--- src/rtl/irq_entry_pkg.sv ---
package irq_entry_pkg;
  typedef enum logic [1:0] {
    SEQ_IDLE = 2'd0,
    SEQ_PUSH = 2'd1,
    SEQ_LOAD = 2'd2
  } seq_state_e;

  function automatic int push_bytes(input int pc_w);
    if (pc_w > 16) return 3;
    else if (pc_w > 8) return 2;
    else return 1;
  endfunction
endpackage

--- src/rtl/irq_entry_arb.sv ---
module irq_entry_arb #(
  parameter int NSRC  = 32,
  parameter int VEC_W = 6
) (
  input  logic             enable,
  input  logic             rst_req,
  input  logic [NSRC-1:0]  pend,
  input  logic             gie,
  input  logic             skip,
  output logic             take,
  output logic             take_rst,
  output logic [VEC_W-1:0] vec,
  output logic [NSRC-1:0]  win_mask
);
  localparam int IDX_W = (NSRC > 1) ? $clog2(NSRC) : 1;

  logic [NSRC:0]     below;
  logic [NSRC-1:0]   first_hot;
  logic [IDX_W-1:0]  idx;
  logic              open_gate;
  logic              take_irq;

  assign below[0] = 1'b0;
  for (genvar g = 0; g < NSRC; g++) begin : g_chain
    assign first_hot[g] = pend[g] & ~below[g];
    assign below[g+1]   = below[g] | pend[g];
  end

  always_comb begin
    idx = '0;
    for (int i = 0; i < NSRC; i++)
      if (first_hot[i]) idx = IDX_W'(i);
  end

  assign open_gate = enable & gie & ~skip;
  assign take_rst  = open_gate & rst_req;
  assign take_irq  = open_gate & ~rst_req & below[NSRC];
  assign take      = take_rst | take_irq;
  assign vec       = take_rst ? '0 : (VEC_W'(idx) + VEC_W'(1));
  assign win_mask  = take_rst ? '0 : first_hot;
endmodule

--- src/rtl/irq_entry_stk.sv ---
module irq_entry_stk #(
  parameter int PC_W   = 22,
  parameter int SP_W   = 16,
  parameter int NBYTES = 3
) (
  input  logic            clk,
  input  logic            rst_n,
  input  logic            load,
  input  logic [PC_W-1:0] pc_in,
  input  logic [SP_W-1:0] sp_in,
  input  logic            step,
  output logic [7:0]      byte_out,
  output logic [SP_W-1:0] addr_out,
  output logic            last
);
  localparam int SH_W  = NBYTES * 8;
  localparam int CNT_W = $clog2(NBYTES + 1);

  logic [SH_W-1:0]  sh_q;
  logic [SP_W-1:0]  ptr_q;
  logic [CNT_W-1:0] cnt_q;

  always_ff @(posedge clk or negedge rst_n) begin
    if (!rst_n) begin
      sh_q  <= '0;
      ptr_q <= '0;
      cnt_q <= '0;
    end else if (load) begin
      sh_q  <= SH_W'(pc_in);
      ptr_q <= sp_in;
      cnt_q <= '0;
    end else if (step) begin
      sh_q  <= sh_q >> 8;
      ptr_q <= ptr_q - SP_W'(1);
      cnt_q <= cnt_q + CNT_W'(1);
    end
  end

  assign byte_out = sh_q[7:0];
  assign addr_out = ptr_q;
  assign last     = (cnt_q == CNT_W'(NBYTES - 1));
endmodule

--- src/rtl/irq_entry_seq.sv ---
module irq_entry_seq
  import irq_entry_pkg::*;
#(
  parameter int NSRC     = 32,
  parameter int PC_W     = 22,
  parameter int SP_W     = 16,
  parameter bit LONG_VEC = 1'b1
) (
  input  logic            clk,
  input  logic            rst_n,
  input  logic            rst_req,
  input  logic [NSRC-1:0] irq_pend,
  input  logic            gie,
  input  logic            skip_pend,
  input  logic [PC_W-1:0] pc_cur,
  input  logic [SP_W-1:0] sp_cur,
  output logic            busy,
  output logic            st_valid,
  input  logic            st_ready,
  output logic [SP_W-1:0] st_addr,
  output logic [7:0]      st_data,
  output logic            sp_we,
  output logic [SP_W-1:0] sp_next,
  output logic            pc_we,
  output logic [PC_W-1:0] pc_next,
  output logic            gie_clr,
  output logic [NSRC-1:0] pend_clr,
  output logic            rst_taken
);
  localparam int NBYTES  = push_bytes(PC_W);
  localparam int VEC_W   = $clog2(NSRC + 1);
  localparam int LOG_VSZ = LONG_VEC ? 1 : 0;

  seq_state_e        state_q;
  logic              take, take_rst, hs, last;
  logic [VEC_W-1:0]  vec_w, vec_q;
  logic [NSRC-1:0]   mask_w, mask_q;
  logic              rst_q;
  logic              idle;

  assign idle = (state_q == SEQ_IDLE);

  irq_entry_arb #(.NSRC(NSRC), .VEC_W(VEC_W)) u_arb (
    .enable   (idle),
    .rst_req  (rst_req),
    .pend     (irq_pend),
    .gie      (gie),
    .skip     (skip_pend),
    .take     (take),
    .take_rst (take_rst),
    .vec      (vec_w),
    .win_mask (mask_w)
  );

  irq_entry_stk #(.PC_W(PC_W), .SP_W(SP_W), .NBYTES(NBYTES)) u_stk (
    .clk      (clk),
    .rst_n    (rst_n),
    .load     (take),
    .pc_in    (pc_cur),
    .sp_in    (sp_cur),
    .step     (hs),
    .byte_out (st_data),
    .addr_out (st_addr),
    .last     (last)
  );

  always_ff @(posedge clk or negedge rst_n) begin
    if (!rst_n) begin
      state_q <= SEQ_IDLE;
      vec_q   <= '0;
      mask_q  <= '0;
      rst_q   <= 1'b0;
    end else begin
      unique case (state_q)
        SEQ_IDLE: if (take) begin
          state_q <= SEQ_PUSH;
          vec_q   <= vec_w;
          mask_q  <= mask_w;
          rst_q   <= take_rst;
        end
        SEQ_PUSH: if (hs && last) state_q <= SEQ_LOAD;
        SEQ_LOAD: state_q <= SEQ_IDLE;
        default:  state_q <= SEQ_IDLE;
      endcase
    end
  end

  assign busy      = ~idle;
  assign st_valid  = (state_q == SEQ_PUSH);
  assign hs        = st_valid & st_ready;
  assign sp_we     = hs;
  assign sp_next   = st_addr - SP_W'(1);
  assign pc_we     = (state_q == SEQ_LOAD);
  assign pc_next   = PC_W'(vec_q) << LOG_VSZ;
  assign gie_clr   = pc_we;
  assign pend_clr  = pc_we ? mask_q : '0;
  assign rst_taken = pc_we & rst_q;
endmodule

--- config.mk ---
export PLATFORM = sky130hd
export DESIGN_NAME = irq_entry_seq
export DESIGN_NICKNAME = d
export VERILOG_FILES = /design/src/rtl/irq_entry_pkg.sv /design/src/rtl/irq_entry_arb.sv /design/src/rtl/irq_entry_stk.sv /design/src/rtl/irq_entry_seq.sv
export SDC_FILE = /design/constraint.sdc
export NUM_CORES = 1
export LEC_CHECK = 0
export BUFFER_PORTS_ARGS = -buffer_cell sky130_fd_sc_hd__buf_2
export CORE_MARGIN = 1
export CORE_UTILIZATION = 31
export CTS_CLUSTER_DIAMETER = 200
export DETAILED_ROUTE_END_ITERATION = 8
export PLACE_DENSITY = 0.62
export SLEW_MARGIN = 20
export SYNTH_ARGS = -nofsm -noshare
export SYNTH_HDL_FRONTEND = slang
export SYNTH_SLANG_ARGS = --single-unit
--- constraint.sdc ---
create_clock -name clk -period 5.8 [get_ports clk]
set_clock_uncertainty 0.05 [all_clocks]
set_input_delay 1.16 -clock clk [delete_from_list [all_inputs] [get_ports clk]]
set_output_delay 1.16 -clock clk [all_outputs]
set_load 0.1 [all_outputs]
==> metrics.cfg, run 1 <==
[run_status]
status=finished, violations left
violations=DRC

[synth]
syn-cell-area_mm2=0.00472
ys_seq_area_frac=0.429
synth_ff_type=dfrtp_1
async_reset_ff_frac=1.00
syn_avg_cell_area_um2=8.82
synth_edf_count=0
ys_ff_latch=81
synth_cells=535
synth_cell_types=62
yosys_warnings=0

[clocking]
post_cts_resize_count=0
cts_made_buffers=9
clock-sinks=81
worstSkewPairLatency_ps=340
clkTransAtPathRegs_ps=60
cts_tree=built
cts_root_buffer=clkbuf_16
postCtsSetupRepairBufs=0
postCtsHoldBufs=0
ctsLongestPathBuffers=2
htreeDepth=3

[sta]
fin_tns_setup_ps=0
period_share=0.784
setup-violations-final=0
max_slew_margin=0.382
finalHoldViolations=0
rsz0062_at_grt=no
final_max_slew_viol_count=0
finalCriticalPeriod_ps=4550
worst_pin_slew_ps=924
max_freq_ghz=0.220
fin_hold_ws_ps=416

[critical_path]
worst-setup-path-type=register to output port
start_kind=register
end_kind=output port
worstPathMaxFanout=4
worstPathArrival_ps=3340
required_ps=4590

[finish]
n_antenna_cell=0
drive_above_1_share=0.303
final_util=0.402
fill_cells=1506
seq_area_mm2=0.00203
multi_input_area_mm2=0.00240
instances_no_fill=863
fin_nets=753
syn_to_final_growth_pct=25.2

[die]
die_w_um=125
core.rowCount=44
core_mm2=0.0147
initial_utilization=0.321
num_io_pins=176
die_area_mm2=0.0157
die_h_um=125

[route]
ant_nets=0
drt-total-wl_um=13400
vias_per_cell=5.00
remaining_drc_errors=17
wl_per_cell_um=15.5
dr.pass1.iters=7
vias=4313
dr.first_iter.drc_count=302

[hold_path]
hold_path_class=register to register

[global_route]
grt_pass1_wl_um=22100
grt_max_degree=49
grt_use_total=0.179
antenna_found_initial=0
grt_pass1_vias=4193
grt-ovfl-total=0

[power_and_ir_drop]
p_per_area_mw_per_mm2=594
power.leakage_uw=0.00294
power_uw=3510
ir_worst_vdd_mv=0.358

[placement]
hpwl_um=9710
placed_cells=847
io_buffers=159
place_congestion=0.790

[flow_run]
cap_violations=0

## where the power goes
part           switching [µW]  leakage [µW]  internal (µW)
Clock                     236      0.000162            399
Sequential                147       0.00107            715
Combinational            1680       0.00171            331
Total                    2060       0.00294           1450
## placed cells by master (no fill, tap or decap), types with 3 or more instances in the layout
| master | count |
|---|---|
| buf_2 | 158 |
| nand2_1 | 95 |
| dfrtp_1 | 81 |
| nor2_1 | 39 |
| and2_1 | 33 |
| o21ai_0 | 30 |
| inv_1 | 19 |
| xnor2_1 | 17 |
| a32o_1 | 17 |
| conb_1 | 16 |
| nand3_1 | 14 |
| nor3_1 | 12 |
| xor2_1 | 12 |
| a22oi_1 | 10 |
| clkbuf_16 | 9 |
| a21oi_1 | 8 |
| a31oi_1 | 8 |
| nor4_1 | 6 |
| nand2b_1 | 5 |
| buf_4 | 5 |
| nand4_1 | 4 |
| nor2b_1 | 4 |
| a22o_1 | 4 |
| or3_4 | 3 |
| or3_1 | 3 |
| nor3_2 | 3 |
| nor3b_1 | 3 |
| or2_2 | 3 |
| o31ai_1 | 3 |
| o21ai_1 | 3 |
| ha_1 | 3 |
## cell type report
type,count,share of cell area
timing repair buffer,164,0.144
clock inverter,5,0.0131
multi-input combinational,399,0.406
inverter,19,0.0121
clock buffer,11,0.0428
tap,184,0.0390
sequential,81,0.343
## logic make-up (layout without fill, tap and decap cells)
group | count (synthesis) | after routing | share of synthesized area
xor+xnor | 31 | 31 | 0.0575
fa+ha+maj | 3 | 3 | 0.00795
compound gates | 107 | 107 | 0.162
buf+inv | 70 | 199 | 0.0798
simple gates | 242 | 242 | 0.262
other cells | 1 | 16 | 0.000794
flops | 81 | 81 | 0.429
## sequential cells by signal, indices dropped and copies added (netlist names)
register,flops
mask_q,32
u_stk.sh_q,22
u_stk.addr_out,16
vec_q,6
state_q,2
u_stk.cnt_q,2
rst_q,1
## metrics by stage
step / setup slack [ps] / area [µm²]
after global placement: 1290 / 5580
final: 1250 / 5910
after floorplan: 309 / 4790
after detailed placement: 1270 / 5580
after global routing: 926 / 5910
after CTS: 1190 / 5910
## per-layer routing
layer  wire length [µm]  up-vias  GRT usage
met5                  0        -          0
met4                188        0     0.0509
li1                   -     2094          -
met2               6330      169      0.301
met3                917       12     0.0466
met1               5920     2038      0.227
## worst paths after layout
kind                                    from  cells past startpoint           endpoint  slack, ps
setup reg to reg                  state_q[1]                      5  u_stk.addr_out[1]       2820
setup / recovery           u_stk.addr_out[1]                     10        sp_next[14]       1250
hold / removal                 u_stk.sh_q[0]                      2      u_stk.sh_q[0]        420
min in group asynchronous              rst_n                      1      u_stk.sh_q[3]        720
hold reg to reg                u_stk.sh_q[0]                      2      u_stk.sh_q[0]        420
max in group asynchronous              rst_n                      2          mask_q[9]       4000
## cells in the mapped netlist, drive strengths merged (2+ instances only)
library cell  count  area share
o31ai             4      0.0074
or4               2      0.0040
clkbuf           15       0.012
or2               3      0.0040
o31a              2      0.0037
nand2b            5      0.0066
a22oi            10       0.016
ha                3      0.0080
xor2             13       0.024
o21a              2      0.0032
and3              2      0.0026
o2111ai           2      0.0037
nor3b             4      0.0074
o32a              2      0.0042
buf              36       0.053
nor3             16       0.023
o21ai            35       0.039
nor4              9       0.018
a31oi             8       0.011
a21oi             8      0.0085
nand3            14       0.015
o22ai             2      0.0026
xnor2            18       0.033
nor2b             5      0.0066
dfrtp            81        0.43
a32o             17       0.036
nor2             39       0.031
nand4             4      0.0053
and2             33       0.044
a22o              5      0.0095
inv              19       0.015
nand2            96       0.077
or3               6       0.011
## worst max-delay path: stages, from the launching register on
cell and delay, ps:
dfrtp_1 450, inv_1 80, ha_1 200, nor3b_1 400
nand2_1 240, nor3_1 280, nand2b_1 150, or2_2 350
nor3_1 260, xor2_2 140, buf_2 430
Note: power is estimated with default switching activity, not from simulation.
==> run 2: changes to the inputs <==
==> constraint.sdc (replaced) <==
create_clock -name clk -period 4.2 [get_ports clk]
set_clock_uncertainty 0.05 [all_clocks]
set_input_delay 0.84 -clock clk [delete_from_list [all_inputs] [get_ports clk]]
set_output_delay 0.84 -clock clk [all_outputs]
set_load 0.1 [all_outputs]
==> run 2 against run 1 <==
Global-route usage down 0.54 points. Sequential share of layout area decreased by 0.82 points. Wire length is 0.81% higher. Power up 41%. Register-to-register slack worse by 1400 ps. The run still ends with DRC left. Die area unchanged. Sequential power grew 42%.
==> metrics.cfg, run 2 (synthesis gave the netlist of run 1 again) <==
[run_status]
status=finished, violations left  ; unchanged
violations=DRC  ; unchanged

[die]
num_io_pins=176  ; unchanged
die_w_um=125  ; unchanged
die_area_mm2=0.0157  ; unchanged
die_h_um=125  ; unchanged
initial_utilization=0.321  ; unchanged
core_mm2=0.0147  ; unchanged
core.rowCount=44  ; unchanged

[power_and_ir_drop]
p_per_area_mw_per_mm2=816  ; was 594 mW/mm²
power_uw=4950  ; was 3510 µW
power.leakage_uw=0.00297  ; was 0.00294 µW
ir_worst_vdd_mv=0.439  ; was 0.358 mV

[clocking]
cts_made_buffers=9  ; unchanged
postCtsHoldBufs=0  ; unchanged
worstSkewPairLatency_ps=340  ; about the same
ctsLongestPathBuffers=2  ; unchanged
htreeDepth=3  ; unchanged
cts_root_buffer=clkbuf_16  ; unchanged
clock-sinks=81  ; unchanged
postCtsSetupRepairBufs=0  ; unchanged
clkTransAtPathRegs_ps=60  ; about the same
cts_tree=built  ; unchanged

[critical_path]
worstPathArrival_ps=3070  ; was 3340 ps
worst-setup-path-type=register to output port  ; unchanged
end_kind=output port  ; unchanged
worstPathCellList=or3_4, or3_1, nor3_2, nand2_1, or3_4, nor3_2, xor2_4, buf_12  ; was inv_1, ha_1, nor3b_1, nand2_1, nor3_1, nand2b_1, or2_2, nor3_1, xor2_2, buf_2
worstPathMaxFanout=4  ; unchanged
required_ps=3310  ; was 4590 ps
start_kind=register  ; unchanged
slowest_delay_ps=450  ; about the same
slowest_stage=or3_4  ; was dfrtp_1

[finish]
n_antenna_cell=0  ; unchanged
syn_to_final_growth_pct=28.4  ; was 25.2%
top_register=mask_q  ; unchanged
largest_reg_flops=32  ; unchanged
drive_above_1_share=0.323  ; was 0.303
instances_no_fill=865  ; was 863
fill_cells=1500  ; was 1506
final_cell_mix=buf_2, nand2_1, dfrtp_1  ; unchanged
finalInstanceArea_mm2=0.00606  ; was 0.00591 mm²
layout_commonest_cell=buf_2  ; unchanged
final_util=0.412  ; was 0.402
fin_nets=755  ; was 753

[route]
vias=4381  ; was 4313
vias_per_cell=5.06  ; was 5.00
dr.pass1.iters=7  ; unchanged
dr.first_iter.drc_count=225  ; was 302
ant_nets=0  ; unchanged
drt-total-wl_um=13500  ; was 13400 µm
remaining_drc_errors=16  ; was 17
wl_per_cell_um=15.6  ; was 15.5 µm

[sta]
worst_pin_slew_ps=948  ; was 924 ps
finalHoldViolations=0  ; unchanged
rsz0062_at_grt=no  ; unchanged
final_max_slew_viol_count=0  ; unchanged
finalCriticalPeriod_ps=3960
max_slew_margin=0.366  ; was 0.382
setup-violations-final=0  ; unchanged
fin_tns_setup_ps=0  ; unchanged
period_share=0.942
max_freq_ghz=0.253

[placement]
hpwl_um=9930  ; was 9710 µm
placed_cells=849  ; was 847
io_buffers=159  ; unchanged
placedInstanceArea_mm2=0.00573  ; was 0.00558 mm²
place_congestion=0.801  ; was 0.790

[global_route]
grt_pass1_vias=4304  ; was 4193
antenna_found_initial=0  ; unchanged
grt_max_degree=82  ; was 49
grt-ovfl-total=0  ; unchanged
grt_use_total=0.174  ; was 0.179
grt_pass1_wl_um=21500  ; was 22100 µm

[flow_run]
cap_violations=0  ; unchanged

[hold_path]
hold_path_class=register to register  ; unchanged

run 2: cell types whose count changed in the layout (fill, tap and decap cells not counted), sizes merged:
cell    before  now
buf        164  166
clkbuf      11   14
clkinv       2    0
inv         19   18
run 2: repair_timing:
| item | in CTS | in global routing |
|---|---|---|
| setup endpoints to repair | 0 | 2 |
| endpoints found under the hold margin | 0 | 0 |
| resized for setup | 0 | 2 |
run 2: metal layers:
metal | global-route usage | routed length, µm | vias to the layer above
met1 | 0.212 | 5770 | 2124
met2 | 0.296 | 6560 | 149
li1 | - | - | 2092
met5 | 0 | 0 | -
met3 | 0.0479 | 912 | 16
met4 | 0.0595 | 233 | 0
run 2: final cells by class:
type	instances	area, µm²	area share
inverters	19	75.1	0.0124
clock inverters	2	60.1	0.00991
repair buffers	166	885	0.146
well taps	184	230	0.0380
flip-flops and latches	81	2030	0.335
multi-input cells	399	2520	0.415
clock buffers	14	264	0.0435
run 2: final timing paths:
check	from	cells past startpoint	to	slack [ps]
hold reg to reg	mask_q[27]	2	mask_q[27]	410
max in group asynchronous	rst_n	1	u_stk.addr_out[1]	3020
setup reg to reg	state_q[1]	6	u_stk.addr_out[1]	1380
min in group asynchronous	rst_n	1	mask_q[26]	490
setup / recovery	u_stk.addr_out[0]	8	sp_next[15]	240
hold / removal	mask_q[27]	2	mask_q[27]	410
run 2: stage by stage:
| stage | setup slack, ps | hold WS (ps) |
|---|---|---|
| after CTS | 36.4 | 418 |
| after detailed placement | 415 | 404 |
| after floorplan | -163 | 380 |
| after global placement | 462 | 403 |
| final | 244 | 412 |
| after global routing | 4.00 | 450 |
run 2: where the power goes:
group / leakage, µW / internal [µW] / switching, µW
sequential: 0.00107 / 990 / 231
clock: 0.000157 / 554 / 310
combinational: 0.00175 / 519 / 2340
run 2: worst max-delay path: cells and delay by family (launching register included):
family / cells / cell delay (ps)
xor+xnor: 1 / 190
buf+inv: 1 / 190
flops: 1 / 440
simple gates: 6 / 1910
==> run 3: changes to the inputs <==
--- a/config.mk
+++ b/config.mk
@@ -6,11 +6,13 @@
 export NUM_CORES = 1
 export LEC_CHECK = 0
 export BUFFER_PORTS_ARGS = -buffer_cell sky130_fd_sc_hd__buf_2
+export CAP_MARGIN = 20
 export CORE_MARGIN = 1
 export CORE_UTILIZATION = 31
 export CTS_CLUSTER_DIAMETER = 200
 export DETAILED_ROUTE_END_ITERATION = 8
 export PLACE_DENSITY = 0.62
+export REMOVE_ABC_BUFFERS = 1
 export SLEW_MARGIN = 20
 export SYNTH_ARGS = -nofsm -noshare
 export SYNTH_HDL_FRONTEND = slang
==> run 3 against run 2 <==
The flow still finishes with violations (DRC). Via count decreased by 1.9%. Sequential power decreased by 3%. Worst setup slack gained 43 ps. Utilization shrank 0.88 points. Largest cell class unchanged.
==> metrics.cfg, run 3 (synthesis gave the netlist of run 1 again) <==
[run_status]
violations=DRC  ; unchanged
status=finished, violations left  ; unchanged

[clocking]
post_cts_resize_count=0  ; unchanged
postCtsSetupRepairBufs=0  ; unchanged
postCtsHoldBufs=0  ; unchanged
cts_tree=built  ; unchanged
clkTransAtPathRegs_ps=60  ; about the same
worstSkewPairLatency_ps=340  ; about the same
ctsLongestPathBuffers=2  ; unchanged
cts_root_buffer=clkbuf_16  ; unchanged
clock-sinks=81  ; unchanged
cts_made_buffers=9  ; unchanged
htreeDepth=3  ; unchanged

[critical_path]
required_ps=3310  ; about the same
timing.rr.end=mask_q[7]  ; was u_stk.addr_out[1]
worst-setup-path-type=register to output port  ; unchanged
worstPathMaxFanout=4  ; unchanged
worstPathArrival_ps=3020  ; was 3070 ps
slowest_delay_ps=420  ; was 450 ps
worstPathCellList=inv_1, ha_1, nor3b_1, nand2_1, nor3_1, nand2b_1, or2_2, nor3_1, xor2_1, clkbuf_4  ; was or3_4, or3_1, nor3_2, nand2_1, or3_4, nor3_2, xor2_4, buf_12
r2r_start=state_q[1]  ; unchanged
start_kind=register  ; unchanged
cp_common_cell=nor3_1
slowest_stage=dfrtp_1  ; was or3_4
r2r_slack_ps=1460  ; was 1380 ps
end_kind=output port  ; unchanged
rr_worst_depth=6  ; unchanged

[hold_path]
hold_path_class=register to register  ; unchanged
holdPathStages=2  ; unchanged
min_from=u_stk.sh_q[1]  ; was mask_q[27]
whs_endpoint=u_stk.sh_q[1]  ; was mask_q[27]

[global_route]
antenna_found_initial=2  ; was 0
grt_pass1_wl_um=21200  ; was 21500 µm
grt-ovfl-total=0  ; unchanged
grt_use_total=0.171  ; was 0.174
grt_pass1_vias=4199  ; was 4304
grt_max_degree=58  ; was 82

[die]
initial_utilization=0.321  ; unchanged
die_area_mm2=0.0157  ; unchanged
core_mm2=0.0147  ; unchanged
core.rowCount=44  ; unchanged
die_w_um=125  ; unchanged
num_io_pins=176  ; unchanged
die_h_um=125  ; unchanged

[finish]
syn_to_final_growth_pct=25.7  ; was 28.4%
n_antenna_cell=0  ; unchanged
final_cell_mix=buf_2, nand2_1, dfrtp_1  ; unchanged
final_util=0.404  ; was 0.412
fin_nets=756  ; was 755
largest_reg_flops=32  ; unchanged
layout_commonest_cell=buf_2  ; unchanged
finalInstanceArea_mm2=0.00593  ; was 0.00606 mm²
fill_cells=1556  ; was 1500
top_register=mask_q  ; unchanged
drive_above_1_share=0.304  ; was 0.323

[power_and_ir_drop]
power.leakage_uw=0.00295  ; was 0.00297 µW
comb_power_share=0.572  ; was 0.579
p_per_area_mw_per_mm2=821  ; was 816 mW/mm²
clkPwrFrac=0.186  ; was 0.175
p_sw_frac=0.583  ; about the same
cell_internal_pwr_uw=2030  ; was 2060 µW
p_sw_uw=2840  ; was 2890 µW
pwr-share-seq=0.241  ; was 0.247
ir_worst_vdd_mv=0.545  ; was 0.439 mV

[placement]
place_congestion=0.841  ; was 0.801
placedInstanceArea_mm2=0.00559  ; was 0.00573 mm²
hpwl_um=9530  ; was 9930 µm
io_buffers=159  ; unchanged

[sta]
finalHoldViolations=0  ; unchanged
final_max_slew_viol_count=0  ; unchanged
rsz0062_at_grt=no  ; unchanged
fin_hold_ws_ps=419  ; was 412 ps
setup-violations-final=0  ; unchanged
max_slew_margin=0.474  ; was 0.366
worst_pin_slew_ps=786  ; was 948 ps
finalCriticalPeriod_ps=3910  ; was 3960 ps
max_freq_ghz=0.256  ; was 0.253 GHz
fin_tns_setup_ps=0  ; unchanged
period_share=0.932  ; was 0.942

[route]
dr.pass1.iters=8  ; was 7
vias=4296  ; was 4381
vias_per_cell=4.96  ; was 5.06
dr.first_iter.drc_count=245  ; was 225
remaining_drc_errors=19  ; was 16
ant_nets=0  ; unchanged
wl_per_cell_um=15.0  ; was 15.6 µm
drt-total-wl_um=13000  ; was 13500 µm

[flow_run]
cap_violations=0  ; unchanged

-- run 3: cell count changes in the layout (fill, tap and decap cells not counted), moves of 2 or more --
| cell | change |
|---|---|
| xor2_1 | +6 |
| clkbuf_1 | -3 |
| dfrtp_1 | +3 |
| dfrtp_2 | -3 |
| nor3_1 | +3 |
| nor3_2 | -3 |
| xnor2_1 | +3 |
| xor2_2 | -3 |
| xor2_4 | -3 |
| clkbuf_4 | +2 |
| clkbuf_8 | -2 |
| xnor2_2 | -2 |
-- run 3: worst max-delay path, delay by kind of cell (launching register included) --
kind / cells / cell delay (ps)
DFF: 1 / 420
and+or+nand+nor: 6 / 1470
buffers and inverters: 2 / 430
adders and majority gates: 1 / 200
xor gates and xnor gates: 1 / 160
-- run 3: area by class of cell --
cell class / instances / area, µm² / share of cell area
multi-input cells: 399 / 2390 / 0.402
flip-flops and latches: 81 / 2030 / 0.342
repair buffers: 167 / 876 / 0.148
well taps: 184 / 230 / 0.0388
clock buffers: 9 / 225 / 0.0380
clock inverters: 7 / 119 / 0.0200
inverters: 19 / 71.3 / 0.0120
-- run 3: how the worst max path moves through the flow --
stage,from,cells after the start,end
2_1_floorplan,state_q[0],2,pend_clr[0]
3_3_place_gp,u_stk.addr_out[1],8,sp_next[15]
3_5_place_dp,u_stk.addr_out[0],10,sp_next[14]
4_1_cts,u_stk.addr_out[1],8,sp_next[15]
5_1_grt,u_stk.addr_out[0],10,sp_next[14]
6_report,u_stk.addr_out[0],10,sp_next[14]
-- run 3: through the flow --
stage	total power [µW]	setup slack (ps)	std cells
floorplan	3480	-1400	499
global placement	3970	575	850
detailed placement	3990	532	850
CTS	4910	171	866
global route	5090	40.0	866
finish	4870	286	866
-- run 3: layer usage --
| metal | track usage | up-vias | routed length, µm |
|---|---|---|---|
| met4 | 0.0653 | 4 | 198 |
| met2 | 0.283 | 174 | 5960 |
| li1 | - | 2104 | - |
| met3 | 0.0419 | 20 | 1010 |
| met1 | 0.216 | 1994 | 5770 |
| met5 | 0 | - | 23 |
-- run 3: power by group through the flow --
stage,combinational (µW),clock [µW],sequential (µW)
6_report,2790,909,1180
3_3_place_gp,2790,0,1180
5_1_grt,2910,969,1210
2_1_floorplan,1450,0,2020
3_5_place_dp,2800,0,1190
4_1_cts,2800,938,1180
